## src/rtl/shf_pkg.sv

```systemverilog
package shf_pkg;
  typedef enum logic [1:0] {
    SH_LSL = 2'b00,
    SH_LSR = 2'b01,
    SH_ASR = 2'b10,
    SH_ROR = 2'b11
  } shkind_e;
endpackage

```

## src/rtl/shf_amt_decode.sv

```systemverilog
// Maps an immediate and a shift kind to a right-rotate amount, a count of
// masked bit positions, and the rotate-through-carry marker.
module shf_amt_decode
  import shf_pkg::*;
#(
  parameter int W  = 32,
  localparam int AW = $clog2(W)
) (
  input  shkind_e       kind,
  input  logic [AW-1:0] imm,
  output logic [AW-1:0] rot_amt,
  output logic [AW:0]   fill_cnt,
  output logic          rrx
);
  logic imm_zero;
  assign imm_zero = (imm == '0);

  always_comb begin
    rot_amt  = imm;
    fill_cnt = '0;
    rrx      = 1'b0;
    case (kind)
      SH_LSL: begin
        rot_amt  = '0 - imm;          // left by n == right-rotate by W-n
        fill_cnt = {1'b0, imm};
      end
      SH_LSR, SH_ASR: begin
        rot_amt  = imm;
        fill_cnt = imm_zero ? (AW+1)'(W) : {1'b0, imm};
      end
      SH_ROR: begin
        rot_amt  = imm;
        rrx      = imm_zero;
      end
      default: ;
    endcase
  end
endmodule

```

## src/rtl/shf_rotator.sv

```systemverilog
// Logarithmic right rotator: one stage per amount bit.
module shf_rotator #(
  parameter int W  = 32,
  localparam int AW = $clog2(W)
) (
  input  logic [W-1:0]  din,
  input  logic [AW-1:0] amt,
  output logic [W-1:0]  dout
);
  logic [W-1:0] stage [AW+1];
  assign stage[0] = din;

  for (genvar s = 0; s < AW; s++) begin : g_stage
    localparam int D = 2 ** s;
    assign stage[s+1] = amt[s] ? {stage[s][D-1:0], stage[s][W-1:D]} : stage[s];
  end

  assign dout = stage[AW];
endmodule

```

## src/rtl/shf_fill.sv

```systemverilog
// Clears or sign-fills the positions vacated by a shift, or forms the
// rotate-through-carry word.
module shf_fill
  import shf_pkg::*;
#(
  parameter int W  = 32,
  localparam int AW = $clog2(W)
) (
  input  shkind_e      kind,
  input  logic [W-1:0] opnd,
  input  logic [W-1:0] rotated,
  input  logic [AW:0]  fill_cnt,
  input  logic         rrx,
  input  logic         cin,
  output logic [W-1:0] result
);
  logic [W-1:0] lo_mask, hi_mask;

  for (genvar i = 0; i < W; i++) begin : g_mask
    assign lo_mask[i] = ((AW+1)'(i) < fill_cnt);
    assign hi_mask[i] = ((AW+1)'(W - i) <= fill_cnt);
  end

  always_comb begin
    case (kind)
      SH_LSL:  result = rotated & ~lo_mask;
      SH_LSR:  result = rotated & ~hi_mask;
      SH_ASR:  result = (rotated & ~hi_mask) | (hi_mask & {W{opnd[W-1]}});
      SH_ROR:  result = rrx ? {cin, opnd[W-1:1]} : rotated;
      default: result = rotated;
    endcase
  end
endmodule

```

## src/rtl/shf_carry.sv

```systemverilog
// Selects the last bit shifted out.
module shf_carry
  import shf_pkg::*;
#(
  parameter int W  = 32,
  localparam int AW = $clog2(W)
) (
  input  shkind_e       kind,
  input  logic [W-1:0]  opnd,
  input  logic [AW-1:0] imm,
  input  logic [AW:0]   fill_cnt,
  input  logic          rrx,
  input  logic          cin,
  input  logic          res_msb,
  output logic          cout
);
  logic [AW-1:0] left_idx, right_idx;
  assign left_idx  = '0 - imm;               // W - n
  assign right_idx = AW'(fill_cnt - 1'b1);   // n - 1, n in 1..W

  always_comb begin
    case (kind)
      SH_LSL:         cout = (imm == '0) ? cin : opnd[left_idx];
      SH_LSR, SH_ASR: cout = opnd[right_idx];
      SH_ROR:         cout = rrx ? opnd[0] : res_msb;
      default:        cout = cin;
    endcase
  end
endmodule

```

## src/rtl/imm_shifter.sv

```systemverilog
module imm_shifter
  import shf_pkg::*;
#(
  parameter int W  = 32,
  localparam int AW = $clog2(W)
) (
  input  logic [W-1:0]  opnd_i,
  input  logic [1:0]    kind_i,
  input  logic [AW-1:0] imm_i,
  input  logic          carry_i,
  input  logic          set_flags_i,
  output logic [W-1:0]  result_o,
  output logic          shcarry_o,
  output logic          carry_wb_o
);
  shkind_e       kind;
  logic [AW-1:0] rot_amt;
  logic [AW:0]   fill_cnt;
  logic          rrx;
  logic [W-1:0]  rotated;

  assign kind = shkind_e'(kind_i);

  shf_amt_decode #(.W(W)) u_dec (
    .kind(kind), .imm(imm_i), .rot_amt(rot_amt), .fill_cnt(fill_cnt), .rrx(rrx)
  );

  shf_rotator #(.W(W)) u_rot (
    .din(opnd_i), .amt(rot_amt), .dout(rotated)
  );

  shf_fill #(.W(W)) u_fill (
    .kind(kind), .opnd(opnd_i), .rotated(rotated), .fill_cnt(fill_cnt),
    .rrx(rrx), .cin(carry_i), .result(result_o)
  );

  shf_carry #(.W(W)) u_car (
    .kind(kind), .opnd(opnd_i), .imm(imm_i), .fill_cnt(fill_cnt), .rrx(rrx),
    .cin(carry_i), .res_msb(result_o[W-1]), .cout(shcarry_o)
  );

  assign carry_wb_o = set_flags_i ? shcarry_o : carry_i;

  always_comb begin
    if (imm_i == '0) begin
      if (kind == SH_LSL) begin

        lsl_zero_pass_chk: assert (result_o == opnd_i && shcarry_o == carry_i);
      end
      if (kind == SH_LSR) begin

        lsr_full_zero_chk: assert (result_o == '0 && shcarry_o == opnd_i[W-1]);
      end
      if (kind == SH_ASR) begin

        asr_full_sign_chk: assert (result_o == {W{opnd_i[W-1]}} && shcarry_o == opnd_i[W-1]);
      end
      if (kind == SH_ROR) begin

        rrx_form_chk: assert (result_o[W-1] == carry_i && shcarry_o == opnd_i[0]);
      end
      if (kind == SH_LSL && set_flags_i) begin

        lsl_zero_keeps_c_chk: assert (carry_wb_o == carry_i);
      end
    end
  end
endmodule

```

## config.mk

```make
export PLATFORM = sky130hd
export DESIGN_NAME = imm_shifter
export DESIGN_NICKNAME = d
export VERILOG_FILES = /design/src/rtl/shf_pkg.sv /design/src/rtl/shf_amt_decode.sv /design/src/rtl/shf_rotator.sv /design/src/rtl/shf_fill.sv /design/src/rtl/shf_carry.sv /design/src/rtl/imm_shifter.sv
export SDC_FILE = /design/constraint.sdc
export NUM_CORES = 1
export LEC_CHECK = 0
export ABC_AREA = 1
export BUFFER_PORTS_ARGS = -buffer_cell sky130_fd_sc_hd__buf_2
export CAP_MARGIN = 20
export CELL_PAD_IN_SITES_DETAIL_PLACEMENT = 1
export CELL_PAD_IN_SITES_GLOBAL_PLACEMENT = 2
export CORE_ASPECT_RATIO = 0.6
export CORE_MARGIN = 2
export CORE_UTILIZATION = 28
export DETAILED_ROUTE_END_ITERATION = 8
export PLACE_DENSITY_LB_ADDON = 0.1
export SYNTH_ARGS = -nofsm -noshare
export SYNTH_HDL_FRONTEND = slang
export SYNTH_SLANG_ARGS = --single-unit
```

## constraint.sdc

```tcl
create_clock -name vclk -period 6.35
set_input_delay 1.27 -clock vclk [all_inputs]
set_output_delay 1.27 -clock vclk [all_outputs]
set_load 0.01 [all_outputs]
```

==> flow_summary_export.csv, run 1 <==
group,metric,value,unit
power,total_leakage_power,2.43,nW
sta,slew_violations,0,
detailed_routing,num_vias,6553,
finish,nNetsFinal,989,
detailed_routing,wl_per_cell,23.7,µm
synth,syn_area,0.00431,mm²
global_route,grt_pass1_wl,39.5,mm
detailed_routing,topRoutingLayerUsed,"met4",
sta,fmax,172,MHz
sta,final.setup.tns,0,ns
global_route,grt_max_degree,45,
worst_hold_path,min_path_type,"input pin to primary output",
clock_network,cts.repair.resized,0,
detailed_routing,routed_via_density,5.75,
detailed_routing,drtAntennaViolNets,0,
power,power,0.000659,W
power,p_comb_share,100.0,%
detailed_routing,remaining_drc_errors,0,
finish,n_clock_buffer,0,
synth,synth_nets,948,
finish,design.seq.count,0,
power,p_sw_share,71.3,%
worst_setup_path,critPathMaxFanout,9,
worst_setup_path,endpoint_kind,"primary output",
finish,fin_util,31.5,%
global_route,grt.total_usage,32.4,%
finish,fillers,2197,
power,irDropWorstVdd,0.0419,mV
clock_network,cts.hold.buffers_added,0,
run,maxCapViolCount,0,
synth,ys_seq_area_share,0,%
sta,setup-violations-final,0,
synth,synth_common_cells,"334 x nand2_1, 126 x o21ai_0, 87 x nand3_1",
floorplanning,io_pins,75,
placed_design,dp_worst_setup_slack,0.566,ns
worst_hold_path,worstHoldStart,"set_flags_i",
global_route,antenna_found_initial,0,
power,pwr-share-clk,0,%
global_route,grt_pass1_vias,6106,
synth,netlist_instances,897,
worst_setup_path,cp_cell_sequence,"buf_2, inv_2, ha_1, nand2_2, nor2_1, ha_1, o21ai_2, nand3_1, inv_1, ha_1, inv_1, nand3_1, nand3_1, nand3_1, nand2_1, nand2_1, nand3_1, nand2_1, nand2_1, nand2_1, nand2_1, nand2_1, buf_2",
power,power.switching,0.000470,W
detailed_routing,dr_wl_met2,10.5,mm
finish,fin_cells,1139,
worst_setup_path,worstPathRequired,5.08,ns
worst_hold_path,hold_path_end,"carry_wb_o",
sta,hold_viol,0,
detailed_routing,drt_iter0_drc,620,
synth,avgSynthCellArea,4.80,µm²
synth,synth_most_common_cell,"nand2_1",
power,seqPwrFrac,0,%
floorplanning,initial_core_util,28.3,%
worst_setup_path,crit_arrival,4.56,ns
sta,slew_headroom,45.1,%
worst_setup_path,cp_common_cell,"nand2_1",
sta,period_share,91.8,%
finish,seq_area,0,µm²
sta,tightest_slew,0.822,ns
detailed_routing,dr.pass1.iters,5,
synth,synth.area.top_cells,"nand2_1 29%, o21ai_0 15%, nand3_1 10%",
finish,drive_above_1_share,13.6,%
floorplanning,rows,35,
worst_setup_path,cpPeakStageDelay,0.43,ns
outcome,status,"finished clean",
finish,area_growth,11.1,%
synth,synth_top_area_share,29.1,%
worst_setup_path,critPathSlowestCell,"ha_1",
worst_setup_path,path_class,"input pin to primary output",
placed_design,port_buffers,75,
global_route,globalRouteOverflowTotal,0,
placed_design,dp_cells,1139,
power,power_density,138,mW/mm²
detailed_routing,routed_wl,27.0,mm
detailed_routing,met3_length,2.57,mm
sta,post-route-min-period,5.83,ns
synth,ys_types,43,
synth,yosysWarnings,0,
worst_hold_path,min_path_cells,4,
floorplanning,fp.dieH,100,µm
clock_network,cts_setup_buffers,0,
detailed_routing,met1_length,13.4,mm
sta,finalWorstSetupSlack,0.523,ns
finish,antennaDiodeCount,0,
sta,grt_setup_unrepaired,"false",
placed_design,post-dp-hpwl,22.5,mm
power,p_int,0.000189,W
placed_design,place_congestion,0.961,
floorplanning,die_w,164,µm
floorplanning,die_area,0.0164,mm²
floorplanning,core,0.0152,mm²
synth,yosysTopAreaCell,"nand2_1",
worst_setup_path,cp-start-kind,"input pin",
==> cells in the final DEF (no fill, tap or decap), types with 2 or more instances in the layout <==
cell type,n
nor2_1,29
inv_2,12
o2111ai_1,4
nor2_4,2
o21a_1,2
inv_1,81
o221ai_1,2
nand3_2,2
a21o_1,2
o211ai_1,16
nand4_1,2
a21oi_1,11
buf_4,19
mux2i_1,4
o21ai_4,2
nand2_1,334
buf_2,75
a31oi_1,5
nor3_4,2
a22oi_1,17
ha_1,10
o21ai_0,125
nor2_2,2
o22ai_1,10
o21ai_2,8
o21ai_1,56
or2_1,3
nand3_1,87
==> worst max path at each step <==
stage | depth (start not counted) | startpoint | slack, ns | to
2_1_floorplan | 27 | imm_i[0] | 0.74 | carry_wb_o
3_3_place_gp | 23 | imm_i[1] | 0.70 | carry_wb_o
3_5_place_dp | 23 | imm_i[1] | 0.57 | carry_wb_o
4_1_cts | 23 | imm_i[1] | 0.55 | carry_wb_o
5_1_grt | 26 | imm_i[1] | 0.24 | carry_wb_o
6_report | 23 | imm_i[1] | 0.52 | carry_wb_o
==> power groups by stage <==
stage | sequential [W] | clock [W] | combinational (W)
2_1_floorplan | 0 | 0 | 0.000404
3_3_place_gp | 0 | 0 | 0.000638
3_5_place_dp | 0 | 0 | 0.000646
4_1_cts | 0 | 0 | 0.000648
5_1_grt | 0 | 0 | 0.000721
6_report | 0 | 0 | 0.000659
==> through the flow <==
step           hold slack, ns  cell area (µm²)
3_3_place_gp             2.83             4780
5_1_grt                  2.86             4780
3_5_place_dp             2.84             4780
2_1_floorplan            2.66             4310
6_report                 2.84             4780
4_1_cts                  2.84             4780
==> per-layer routing <==
layer / vias up / track usage (%)
li1: 3077 / -
met1: 3152 / 51.2
met2: 290 / 46.5
met3: 34 / 4.63
met4: 0 / 4.52
met5: - / 0
==> cells by family after synthesis <==
logic type                 count (synthesis)  synth area share (%)
AOI/OAI and AO/OA                        265                  35.3
xor gates and xnor gates                   1                 0.203
adders and majority gates                 10                  2.91
buffers and inverters                    149                  15.3
muxes                                      4                 0.930
and+or+nand+nor                          468                  45.4
==> worst max-delay path, delay by kind of cell <==
kind            cells  cell delay, ns
compound gates      1            0.29
fa+ha+maj           3            0.88
buf+inv             5            0.94
simple gates       14            1.16
==> area by class of cell <==
cell class | count | area, µm² | share of cell area, %
Inverter | 94 | 353 | 7.38
Multi-Input combinational cell | 748 | 3660 | 76.5
Tap cell | 203 | 254 | 5.31
Timing Repair Buffer | 94 | 518 | 10.8
Power figures use the tool's default switching activity.
==> run 2: changes to the inputs <==
--- a/config.mk
+++ b/config.mk
@@ -5,14 +5,13 @@
 export SDC_FILE = /design/constraint.sdc
 export NUM_CORES = 1
 export LEC_CHECK = 0
-export ABC_AREA = 1
 export BUFFER_PORTS_ARGS = -buffer_cell sky130_fd_sc_hd__buf_2
 export CAP_MARGIN = 20
 export CELL_PAD_IN_SITES_DETAIL_PLACEMENT = 1
 export CELL_PAD_IN_SITES_GLOBAL_PLACEMENT = 2
 export CORE_ASPECT_RATIO = 0.6
 export CORE_MARGIN = 2
-export CORE_UTILIZATION = 28
+export CORE_UTILIZATION = 35
 export DETAILED_ROUTE_END_ITERATION = 8
 export PLACE_DENSITY_LB_ADDON = 0.1
 export SYNTH_ARGS = -nofsm -noshare
==> flow_summary_export.csv, run 2 <==
group,metric,value,unit
outcome,status,"finished clean",
sta,setup-violations-final,0,
detailed_routing,met3_length,3.29,mm
worst_setup_path,cp_common_cell,"ha_1",
global_route,grt.total_usage,34.2,%
worst_setup_path,critPathSlowestCell,"a211oi_2",
detailed_routing,wl_per_cell,31.2,µm
worst_setup_path,cpPeakStageDelay,0.42,ns
detailed_routing,drt_iter0_drc,551,
sta,slew_violations,0,
global_route,grt_pass1_wl,36.8,mm
synth,synth_top_family_by_area,"multiplexers",
finish,mostFrequentLayoutCell,"mux2i_1",
floorplanning,die_area,0.0142,mm²
synth,avgSynthCellArea,7.85,µm²
worst_setup_path,critPathMaxFanout,11,
finish,final_cell_mix,"94 x mux2i_1, 75 x buf_2, 58 x nor2_1",
floorplanning,die_w,153,µm
global_route,grt_pass1_vias,5506,
detailed_routing,routed_wl,25.2,mm
floorplanning,io_pins,75,
floorplanning,core,0.0129,mm²
synth,yosysTopAreaCell,"mux2i_1",
power,power,0.000714,W
detailed_routing,num_vias,5717,
sta,final.setup.tns,0,ns
worst_setup_path,path_class,"input pin to primary output",
detailed_routing,dr_wl_met2,9.94,mm
detailed_routing,dr.pass1.iters,5,
detailed_routing,remaining_drc_errors,0,
clock_network,cts.hold.buffers_added,0,
sta,slew_headroom,28.4,%
finish,fin_cells,807,
synth,synthSimpleGateAreaFrac,15.1,%
finish,nNetsFinal,688,
synth,syn_area,0.00464,mm²
worst_setup_path,worstPathRequired,5.08,ns
finish,fin_util,39.9,%
synth,synth_top_area_share,20.3,%
finish,drive_above_1_share,26.3,%
global_route,grt_max_degree,63,
power,irDropWorstVdd,0.0524,mV
global_route,globalRouteOverflowTotal,0,
detailed_routing,routed_via_density,7.08,
sta,fmax,166,MHz
synth,synth-xor-area-share,2.45,%
worst_setup_path,cp_cell_sequence,"buf_2, inv_1, ha_1, and2_1, ha_1, nand2b_2, a211oi_2, inv_1, ha_1, nor2_1, nand3_1, a21oi_1, o211a_1, nand4bb_1, o311ai_1, a211oi_1, buf_2",
placed_design,place_congestion,1.01,
synth,yosysWarnings,0,
synth,ys_types,74,
synth,synth.mux.area_fraction,40.3,%
sta,hold_viol,0,
synth,synth_common_cells,"94 x mux2i_1, 58 x nor2_1, 46 x o21ai_0",
floorplanning,fp.dieH,93.2,µm
floorplanning,initial_core_util,36.0,%
worst_setup_path,crit_arrival,4.74,ns
finish,area_growth,10.8,%
finish,design.seq.count,0,
detailed_routing,met1_length,11.5,mm
sta,grt_setup_unrepaired,"false",
synth,synth_nets,642,
synth,synth.area.top_cells,"mux2i_1 20%, mux4_2 16%, o21ai_0 5.0%",
synth,synth_most_common_cell,"mux2i_1",
finish,seq_area,0,µm²
sta,period_share,94.7,%
placed_design,post-dp-hpwl,19.4,mm
detailed_routing,drtAntennaViolNets,0,
synth,synth_compound_area_share,31.2,%
power,total_leakage_power,2.15,nW
sta,tightest_slew,1.07,ns
floorplanning,rows,32,
finish,n_clock_buffer,0,
synth,ys_seq_area_share,0,%
synth,synthAdderAreaFrac,2.70,%
finish,finalInstanceArea,0.00514,mm²
synth,netlist_instances,591,
detailed_routing,topRoutingLayerUsed,"met5",
placed_design,port_buffers,75,
placed_design,dp_cells,805,
power,power_density,139,mW/mm²
worst_setup_path,endpoint_kind,"primary output",
placed_design,place_area,0.00513,mm²
worst_hold_path,min_path_type,"input pin to primary output",
global_route,antenna_found_initial,1,
run,maxCapViolCount,0,
worst_setup_path,cp-start-kind,"input pin",
sta,post-route-min-period,6.01,ns
==> run 2: cell types whose count changed in the layout (fill, tap and decap cells not counted), moves of 12 or more <==
| cell | before | now |
|---|---|---|
| inv_1 | 81 | 15 |
| o21ai_0 | 125 | 46 |
| mux2_2 | 0 | 13 |
| mux2i_1 | 4 | 94 |
| a211oi_1 | 0 | 15 |
| mux4_2 | 0 | 33 |
| a21oi_1 | 11 | 42 |
| nand3_1 | 87 | 11 |
| nand2_1 | 334 | 23 |
| o21ai_1 | 56 | 2 |
| and2_1 | 0 | 12 |
| nor2_1 | 29 | 58 |
==> run 2: kinds of logic (layout without fill, tap and decap cells) <==
| logic type | after synthesis | after routing |
|---|---|---|
| AND/OR/NAND/NOR | 145 | 145 |
| XOR/XNOR | 10 | 10 |
| multiplexers | 142 | 142 |
| adder cells (fa/ha/maj) | 10 | 10 |
| buffers and inverters | 74 | 118 |
| AO/OA/AOI/OAI | 210 | 210 |
| other | 0 | 2 |
==> run 2: worst paths after layout <==
check	startpoint	end	slack (ns)	cells after the start
setup / recovery	imm_i[1]	carry_wb_o	0.34	17
hold / removal	set_flags_i	carry_wb_o	2.91	4
==> run 2: worst max-delay path: cells and delay by family <==
family | cells | cell delay, ns
simple gates | 5 | 0.75
buf+inv | 4 | 0.65
compound gates | 5 | 1.21
fa+ha+maj | 3 | 0.84
==> run 2: stage by stage <==
stage | setup slack (ns) | hold slack (ns)
2_1_floorplan | 0.359 | 2.68
3_3_place_gp | 0.335 | 2.92
3_5_place_dp | 0.229 | 2.91
4_1_cts | 0.201 | 2.91
5_1_grt | 0.0844 | 2.97
6_report | 0.339 | 2.91
==> run 2: routing by layer <==
metal | up-vias | global-route usage [%]
li1 | 2420 | -
met1 | 2838 | 51.5
met2 | 418 | 48.6
met3 | 39 | 9.08
met4 | 2 | 6.48
met5 | - | 0
==> run 2: layout make-up <==
cell class | instances | area (µm²)
fill | 1614 | 7750
tap | 170 | 213
inverter | 17 | 63.8
multi-input combinational | 517 | 4280
timing repair buffer | 101 | 583
antenna | 2 | 5.00
==> run 2: timing repair <==
action	CTS	global route
endpoints found under the setup margin	0	2
buffers inserted	0	0
resized for setup	0	1
==> run 2: report_power, final <==
group          switching (W)      internal [W]
Combinational       0.000446          0.000268
Clock                      0  0.00000000000102
Sequential                 0                 0
Total               0.000446          0.000268
